File: src/rtl/vws_pkg.sv
package vws_pkg;
  typedef enum logic [1:0] {
    ST_OFF    = 2'd0,
    ST_LISTEN = 2'd1,
    ST_KWCHK  = 2'd2,
    ST_CMD    = 2'd3
  } wake_st_t;
endpackage

File: src/rtl/vws_timer.sv
// Cycle counter held at zero outside its owning state; flags expiry when the
// current cycle is the last one allowed by the limit (limit 0 behaves as 1).
module vws_timer #(
  parameter int CNT_W = 16
) (
  input  logic             clk,
  input  logic             rst,
  input  logic             clear,
  input  logic [CNT_W-1:0] limit,
  output logic             expired
);
  localparam int EW = CNT_W + 1;

  logic [CNT_W-1:0] cnt;

  always_comb begin
    expired = ({1'b0, cnt} + EW'(1)) >= {1'b0, limit};
  end

  always_ff @(posedge clk) begin
    if (rst || clear) cnt <= '0;
    else if (!expired) cnt <= cnt + 1'b1;
  end

  a_r5_cnt_bounded: assert property (@(posedge clk) disable iff (rst)
    (!clear && !expired) |=> (cnt != '0));
endmodule

File: src/rtl/vws_fsm.sv
module vws_fsm
  import vws_pkg::*;
(
  input  logic     clk,
  input  logic     rst,
  input  logic     host_off,
  input  logic     speech,
  input  logic     kw_match,
  input  logic     kw_reject,
  input  logic     cmd_act,
  input  logic     host_done,
  input  logic     kw_exp,
  input  logic     cmd_exp,
  output wake_st_t st,
  output logic     lp_req,
  output logic     vad_en,
  output logic     kw_en,
  output logic     cmd_mode,
  output logic     host_irq
);
  wake_st_t nxt;

  always_comb begin
    nxt = st;
    if (host_off) begin
      nxt = ST_OFF;
    end else begin
      unique case (st)
        ST_OFF:    nxt = ST_LISTEN;
        ST_LISTEN: if (speech) nxt = ST_KWCHK;
        ST_KWCHK: begin
          if (kw_match)                nxt = ST_CMD;
          else if (kw_reject || kw_exp) nxt = ST_LISTEN;
        end
        ST_CMD: begin
          if (host_done)                nxt = ST_LISTEN;
          else if (!cmd_act && cmd_exp) nxt = ST_LISTEN;
        end
        default: nxt = ST_LISTEN;
      endcase
    end
  end

  always_ff @(posedge clk) begin
    if (rst) begin
      st       <= ST_LISTEN;
      lp_req   <= 1'b1;
      vad_en   <= 1'b1;
      kw_en    <= 1'b0;
      cmd_mode <= 1'b0;
      host_irq <= 1'b0;
    end else begin
      st       <= nxt;
      lp_req   <= (nxt == ST_OFF) || (nxt == ST_LISTEN);
      vad_en   <= (nxt == ST_LISTEN);
      kw_en    <= (nxt == ST_KWCHK);
      cmd_mode <= (nxt == ST_CMD);
      host_irq <= (nxt == ST_CMD) && (st != ST_CMD);
    end
  end

  // speech while listening opens the keyword check
  a_r2_speech_wakes: assert property (@(posedge clk) disable iff (rst)
    (st == ST_LISTEN && speech && !host_off) |=> kw_en);
  // a match during the check opens command mode
  a_r3_match_to_cmd: assert property (@(posedge clk) disable iff (rst)
    (st == ST_KWCHK && kw_match && !host_off) |=> cmd_mode);
  // a lone reject returns to listening
  a_r4_reject_listen: assert property (@(posedge clk) disable iff (rst)
    (st == ST_KWCHK && kw_reject && !kw_match && !host_off) |=> vad_en);
  // host done closes command mode
  a_r7_done_listen: assert property (@(posedge clk) disable iff (rst)
    (st == ST_CMD && host_done && !host_off) |=> (vad_en && !cmd_mode));
  // speech in off is ignored while the host holds off
  a_r10_off_holds: assert property (@(posedge clk) disable iff (rst)
    (st == ST_OFF && host_off) |=> (st == ST_OFF));
endmodule

File: src/rtl/voice_wake_seq.sv
module voice_wake_seq #(
  parameter int CNT_W = 16
) (
  input  logic             clk,
  input  logic             rst,
  input  logic             host_off,
  input  logic             speech,
  input  logic             kw_match,
  input  logic             kw_reject,
  input  logic             cmd_act,
  input  logic             host_done,
  input  logic [CNT_W-1:0] kw_limit,
  input  logic [CNT_W-1:0] cmd_limit,
  output logic             lp_req,
  output logic             vad_en,
  output logic             kw_en,
  output logic             cmd_mode,
  output logic             host_irq
);
  import vws_pkg::*;

  wake_st_t st;
  logic     kw_exp;
  logic     cmd_exp;
  logic     kw_clr;
  logic     cmd_clr;

  always_comb begin
    kw_clr  = (st != ST_KWCHK);
    cmd_clr = (st != ST_CMD) || cmd_act;
  end

  vws_timer #(.CNT_W(CNT_W)) u_kw_timer (
    .clk(clk), .rst(rst), .clear(kw_clr), .limit(kw_limit), .expired(kw_exp)
  );

  vws_timer #(.CNT_W(CNT_W)) u_cmd_timer (
    .clk(clk), .rst(rst), .clear(cmd_clr), .limit(cmd_limit), .expired(cmd_exp)
  );

  vws_fsm u_fsm (
    .clk(clk), .rst(rst), .host_off(host_off), .speech(speech),
    .kw_match(kw_match), .kw_reject(kw_reject), .cmd_act(cmd_act),
    .host_done(host_done), .kw_exp(kw_exp), .cmd_exp(cmd_exp), .st(st),
    .lp_req(lp_req), .vad_en(vad_en), .kw_en(kw_en), .cmd_mode(cmd_mode),
    .host_irq(host_irq)
  );

  // the interrupt lasts one cycle
  a_r6_irq_single: assert property (@(posedge clk) disable iff (rst)
    host_irq |=> !host_irq);
  // the interrupt marks the first cycle of command mode
  a_r6_irq_on_entry: assert property (@(posedge clk) disable iff (rst)
    host_irq |-> (cmd_mode && !$past(cmd_mode)));
  // host off clears every engine enable
  a_r10_off_disables: assert property (@(posedge clk) disable iff (rst)
    host_off |=> (!vad_en && !kw_en && !cmd_mode && lp_req));
  // engine enables are mutually exclusive
  a_r11_exclusive: assert property (@(posedge clk) disable iff (rst)
    $onehot0({vad_en, kw_en, cmd_mode}));
  // low-power request only while no keyword or command engine runs
  a_r11_lp_idle: assert property (@(posedge clk) disable iff (rst)
    lp_req |-> (!kw_en && !cmd_mode));
endmodule

File: config.mk
export PLATFORM = sky130hd
export DESIGN_NAME = voice_wake_seq
export DESIGN_NICKNAME = d
export VERILOG_FILES = /design/src/rtl/vws_pkg.sv /design/src/rtl/vws_timer.sv /design/src/rtl/vws_fsm.sv /design/src/rtl/voice_wake_seq.sv
export SDC_FILE = /design/constraint.sdc
export NUM_CORES = 1
export LEC_CHECK = 0
export BUFFER_PORTS_ARGS = -buffer_cell sky130_fd_sc_hd__buf_2
export CORE_MARGIN = 2
export CORE_UTILIZATION = 36
export CTS_CLUSTER_SIZE = 28
export DETAILED_ROUTE_END_ITERATION = 10
export HOLD_SLACK_MARGIN = 0.12
export SLEW_MARGIN = 20
export SYNTH_ARGS = -nofsm -noshare
export SYNTH_HDL_FRONTEND = slang
export SYNTH_SLANG_ARGS = --single-unit
File: constraint.sdc
create_clock -name clk -period 3.25 [get_ports clk]
set_clock_uncertainty 0.1 [all_clocks]
set_input_delay 0.4875 -clock clk [delete_from_list [all_inputs] [get_ports clk]]
set_output_delay 0.4875 -clock clk [all_outputs]
set_load 0.01 [all_outputs]
==> impl_metrics.yaml, run 1 <==
outcome:
  status: "finished, violations left"
  violations: "setup timing"
timing:
  fin_ws_ns: -0.0605
  final_max_slew_viol_count: 0
  period_share_pct: 102
  period_needed_ns: 3.31
  hold_viol_final: 0
  setup_viol: 10
  max_freq_mhz: 302
  rsz0062_at_grt: "yes"
  tightest_slew_ns: 0.503
  relSlewSlack_pct: 66.3
clocking:
  cts_tree: "built"
  clock_sinks: 39
  max-clock-path-buffers: 2
  clk_latency_ns: 0.30
  ctsHoldBuffers: 0
  numCtsBuffers: 5
  cts_root_buf: "clkbuf_8"
  htree_levels: 2
  path_clk_slew_ns: 0.08
worst_setup_path:
  end_kind: "register"
  crit_fanout: 5
  r2r_slack_ns: -0.06
  arrival_ns: 3.45
  crit_type: "reg2reg"
  reg2regPathDepth: 13
  crit_required_ns: 3.39
  start_kind: "register"
global_route:
  grt_antenna_before_repair: 0
  grt_max_degree: 17
  grt_pass1_wl_mm: 12.3
  grt_pass1_vias: 2760
  gr-total-overflow: 0
  track_usage_pct: 17.2
synth:
  syn-mean-instance-area_sq_um: 8.07
  synth_compound_area_share_pct: 15.0
  muxShareOfSynthArea_pct: 0
  synth_xor_area_share_pct: 12.2
  syn_nets: 438
  syn_area_sq_um: 2940
  synth_edf_count: 0
  synthAdderAreaFrac_pct: 14.5
  synth_top_family_by_area: "simple AND/OR/NAND/NOR gates"
  synthCells: 364
  ys_types: 53
  seq_area_frac_synth_pct: 26.6
  postSynth.asyncResetShare_pct: 0
  synthSimpleGateAreaFrac_pct: 26.6
  synth_seq_cells: 39
  ys_warn_count: 0
  synthFlopType: "dfxtp_1"
place:
  io_buffers: 44
  dp_hpwl_mm: 5.44
  place_area_sq_um: 3730
  dpl.cell_count: 556
  place_ws_ns: -0.105
  place.gp.congestion: 0.839
drt:
  met1_length_mm: 3.51
  via_per_inst: 4.91
  routedWlPerCell_microns: 12.7
  wl_met3_microns: 254
  dr.pass1.iters: 4
  drcViolationCount: 0
  highest_layer: "met4"
  drt_iter0_drc: 114
  vias: 2810
  wl_met2_mm: 3.41
  drt_wl_total_mm: 7.28
  detail-route-antenna-nets: 0
pwr:
  p_per_area_nw_per_um2: 230
  total_power_mw: 0.946
  p_leak_nw: 1.92
  ir_worst_vdd_mv: 0.196
worst_hold_path:
  worstHoldPathCells: 2
  min_path_type: "in2reg"
final_layout:
  nets: 543
  instances_no_fill: 572
  drive_gt1_share_pct: 40.2
  num_antenna_cells: 0
  fin_area_sq_um: 4120
  final.fill_count: 746
  area_delta_synth_final_pct: 40.2
floorplanning:
  die_h_microns: 94.3
  dieWidth_microns: 94.3
  core_area_sq_um: 7810
  start_util_pct: 37.6
  row_count: 32
  dieArea_sq_um: 8900
  io_pins: 45
run:
  cap_violations: 0
## cells in the mapped netlist (3+ instances only)
master | count | share of area (%)
dfxtp_1 | 39 | 27
nand2_1 | 35 | 4.5
ha_1 | 34 | 14
nor2_1 | 32 | 4.1
inv_1 | 31 | 4.0
xnor2_1 | 30 | 8.9
a21oi_1 | 26 | 4.4
o21ai_0 | 15 | 2.6
nand3_1 | 13 | 2.2
xor2_1 | 11 | 3.3
nor3_1 | 10 | 1.7
a31o_2 | 8 | 2.4
clkbuf_1 | 8 | 1.0
or3_1 | 6 | 1.3
nand4_1 | 5 | 1.1
and3_1 | 4 | 0.85
nor3b_1 | 4 | 1.0
and4_1 | 3 | 0.89
nand3b_1 | 3 | 0.77
nor3_2 | 3 | 1.0
or2_2 | 3 | 0.64
## per-stage QoR
stage | setup TNS [ns] | utilization, % | hold WS, ns
5_1_grt | -4.36 | 52.8 | 0.335
2_1_floorplan | -0.0579 | - | 0.365
3_3_place_gp | 0 | 47.8 | 0.400
3_5_place_dp | -0.708 | 47.8 | 0.407
6_report | -0.325 | 52.8 | 0.335
4_1_cts | -0.581 | 50.9 | 0.327
## final timing paths
check                 startpoint                   to
max            u_kw_timer.cnt[1]   u_kw_timer.cnt[14]
min                     host_off       u_fsm.host_irq
max reg2reg    u_kw_timer.cnt[1]   u_kw_timer.cnt[14]
min reg2reg  u_cmd_timer.cnt[15]  u_cmd_timer.cnt[15]
## routing by layer
layer	vias up	global-route usage [%]
met4	0	4.83
met5	-	0
met2	42	28.8
met1	1282	22.7
li1	1476	-
met3	10	3.43
## flip-flops by register name (all words and copies together), names as in the netlist
signal,cells
u_fsm.lp_req,1
u_fsm.cmd_mode,1
u_kw_timer.cnt,16
u_fsm.host_irq,1
u_fsm.st,2
u_fsm.vad_en,1
u_fsm.kw_en,1
u_cmd_timer.cnt,16
## cell type report
| cell class | count | area (sq um) | area share [%] |
|---|---|---|---|
| clock buffer | 7 | 96.3 | 2.34 |
| clock inverter | 1 | 7.51 | 0.182 |
| inverter | 31 | 116 | 2.83 |
| multi-input combinational | 286 | 2280 | 55.3 |
| sequential | 39 | 788 | 19.1 |
| tap | 102 | 128 | 3.10 |
| timing repair buffer | 106 | 704 | 17.1 |
## placed cells by master (no fill, tap or decap), drive strengths merged, types with 3 or more instances in the layout
cell,instances
o21ai,15
nor2,35
and3,4
and2,4
nand2,35
a31o,8
nor3b,4
nand3b,3
nor3,13
or4,3
nand4,5
xor2,11
or2,4
and4,3
ha,34
or3,6
buf,106
o211ai,3
xnor2,30
a21oi,26
clkbuf,7
nand3,16
inv,31
dfxtp,39
## cell families after synthesis
logic type                 Yosys count
buffers and inverters               40
DFF                                 39
xor gates and xnor gates            41
and+or+nand+nor                    143
AOI/OAI and AO/OA                   67
adders and majority gates           34
## critical path, cell delays in order, from the launching register on
cell      delay [ns]
dfxtp_2         0.36
ha_4            0.15
nand3_4         0.08
or4_4           0.53
nor2_8          0.13
nand3_4         0.09
xnor2_2         0.14
ha_1            0.32
a21o_1          0.17
a221oi_2        0.28
o211ai_2        0.18
nor2_4          0.19
or4b_1          0.45
nand2_1         0.07
## report_power, final
| part | total (mW) | switching (mW) | internal [mW] |
|---|---|---|---|
| sequential | 0.485 | 0.00340 | 0.481 |
| combinational | 0.0842 | 0.0416 | 0.0427 |
| clock | 0.377 | 0.183 | 0.193 |
| total | 0.946 | 0.228 | 0.717 |
## what timing repair did
action                     CTS  global route
setup endpoints to repair   31            39
pin swaps                   15            21
buffers inserted             6             1
gates cloned                 1             0
resized for setup           16            34
Power figures use the tool's default switching activity.
==> run 2, diff against run 1 <==
ABC_AREA = 1   (was unset)
==> impl_metrics.yaml, run 2 <==
drt:
  via_per_inst: 4.58
  detail-route-antenna-nets: 0
  vias: 2689
  drt_iter0_drc: 104
  drcViolationCount: 0
  routedWlPerCell_microns: 10.7
  drt_wl_total_mm: 6.28
  dr.pass1.iters: 4
synth:
  syn-mean-instance-area_sq_um: 7.07
  syn_nets: 499
  ys_top_cells_by_area: "dfxtp_1, ha_1, inv_1, nand2_1, xor2_1"
  synthFlopType: "dfxtp_1"
  ys_warn_count: 0
  synth_seq_cells: 39
  yosysMostFrequentCell: "inv_1"
  synth_edf_count: 0
  postSynth.asyncResetShare_pct: 0
  synth_commonest_cells: "inv_1, nand2_1, nor2_1"
  ys_types: 35
  synth.top_cell.area_share_pct: 26.0
  seq_area_frac_synth_pct: 26.0
  syn_area_sq_um: 3010
  yosysTopAreaCell: "dfxtp_1"
  synthCells: 425
floorplanning:
  die_h_microns: 95.4
  start_util_pct: 36.8
  io_pins: 45
  dieWidth_microns: 95.4
  core_area_sq_um: 8180
  row_count: 33
  dieArea_sq_um: 9100
final_layout:
  final_util_pct: 44.5
  nets: 555
  reg_top3: "u_cmd_timer.cnt (16), u_kw_timer.cnt (16), u_fsm.st (2)"
  area_delta_synth_final_pct: 20.9
  drive_gt1_share_pct: 24.7
  fin_area_sq_um: 3630
  final_common_cell: "inv_1"
  num_antenna_cells: 0
  mostFrequentLayoutCells: "inv_1, nand2_1, nor2_1, buf_2"
clocking:
  htree_levels: 2
  path_clk_slew_ns: 0.08
  cts_root_buf: "clkbuf_8"
  numCtsBuffers: 5
  ctsHoldBuffers: 0
  max-clock-path-buffers: 2
  clk_latency_ns: 0.29
  cts_tree: "built"
  clock_sinks: 39
timing:
  hold_viol_final: 0
  period_share_pct: 90.9
  max_freq_mhz: 338
  final_max_slew_viol_count: 0
  setup_viol: 0
  hold_slack_ns: 0.391
  relSlewSlack_pct: 62.5
  fin_setup_tns_ns: 0
  tightest_slew_ns: 0.559
  period_needed_ns: 2.95
pwr:
  p_sw_share_pct: 22.2
  p_leak_nw: 1.83
  p_per_area_nw_per_um2: 272
  p_sw_mw: 0.219
  power_frac_comb_pct: 8.8
  p_clk_share_pct: 42.4
  ir_worst_vdd_mv: 0.172
  total_power_mw: 0.989
  seqPwrFrac_pct: 48.8
  p_int_mw: 0.770
global_route:
  grt_pass1_vias: 2424
  grt_antenna_before_repair: 0
  track_usage_pct: 14.1
  gr-total-overflow: 0
  grt_pass1_wl_mm: 10.3
  grt_max_degree: 21
worst_setup_path:
  crit_fanout: 10
  crit_required_ns: 3.32
  end_kind: "register"
  crit_path_start: "u_cmd_timer.cnt[1]"
  crit_type: "reg2reg"
  worstReg2RegStart: "u_cmd_timer.cnt[1]"
  start_kind: "register"
  arrival_ns: 3.02
worst_hold_path:
  hp-start: "u_kw_timer.cnt[5]"
  min_path_type: "reg2reg"
outcome:
  status: "finished, final reports clean"
place:
  place.gp.congestion: 0.812
  io_buffers: 44
  place_area_sq_um: 3350
  dp_hpwl_mm: 5.13
run:
  cap_violations: 0
-- run 2: metal layers --
layer | up-vias | track usage (%) | wire length [microns]
li1 | 1453 | - | -
met1 | 1197 | 18.3 | 2990
met2 | 34 | 24.4 | 3030
met3 | 5 | 2.45 | 208
met4 | 0 | 2.86 | 50
met5 | - | 0 | 0
-- run 2: metrics by stage --
step	setup slack (ns)	std cells
finish	0.295	587
floorplan	0.511	425
CTS	0.0730	580
detailed placement	0.0925	572
global route	-0.0128	587
global placement	0.122	572
-- run 2: kinds of logic (layout without fill, tap and decap cells) --
logic type                 after synthesis  in the layout  synth area share [%]
xor gates and xnor gates                25             25                  7.78
AOI/OAI and AO/OA                       59             59                  12.0
adders and majority gates               34             34                  14.1
DFF                                     39             39                  26.0
buffers and inverters                   95            152                  12.4
and+or+nand+nor                        173            173                  27.7
-- run 2: final timing paths --
kind | end | slack (ns) | depth (start not counted)
worst max-delay path | u_cmd_timer.cnt[7] | 0.30 | 15
worst min-delay path | u_kw_timer.cnt[5] | 0.39 | 2
worst max register to register | u_cmd_timer.cnt[7] | 0.30 | 15
worst min register to register | u_kw_timer.cnt[5] | 0.39 | 2
-- run 2: power by group through the flow --
| stage | Combinational (mW) | Clock [mW] | Sequential (mW) |
|---|---|---|---|
| after floorplan | 0.0479 | 0 | 0.496 |
| after global placement | 0.0833 | 0 | 0.495 |
| after detailed placement | 0.0859 | 0 | 0.495 |
| after CTS | 0.0862 | 0.432 | 0.484 |
| after global routing | 0.101 | 0.453 | 0.484 |
| final | 0.0872 | 0.419 | 0.483 |
-- run 2: final cells by class --
| type | count | area (sq um) |
|---|---|---|
| clock buffers | 6 | 82.6 |
| clock inverters | 2 | 35.0 |
| fillers | 842 | 4540 |
| inverters | 88 | 330 |
| multi-input cells | 291 | 1950 |
| flip-flops and latches | 39 | 791 |
| well taps | 105 | 131 |
| repair buffers | 56 | 310 |
-- run 2: timing repair --
action | in CTS | in global routing
setup buffers | 0 | 7
setup endpoints to repair | 0 | 37
gates resized for setup | 0 | 27
-- run 2: critical path: stages, from the launching register on --
cell,delay [ns]
dfxtp_1,0.38
ha_1,0.26
nand3_2,0.17
nor3_2,0.28
xor2_1,0.26
ha_1,0.31
nand2_1,0.09
o21bai_1,0.11
nand2_1,0.07
nand4_1,0.08
nand2_1,0.09
nor2_4,0.11
nand3_4,0.15
buf_4,0.20
nor2_1,0.14
a211oi_2,0.04
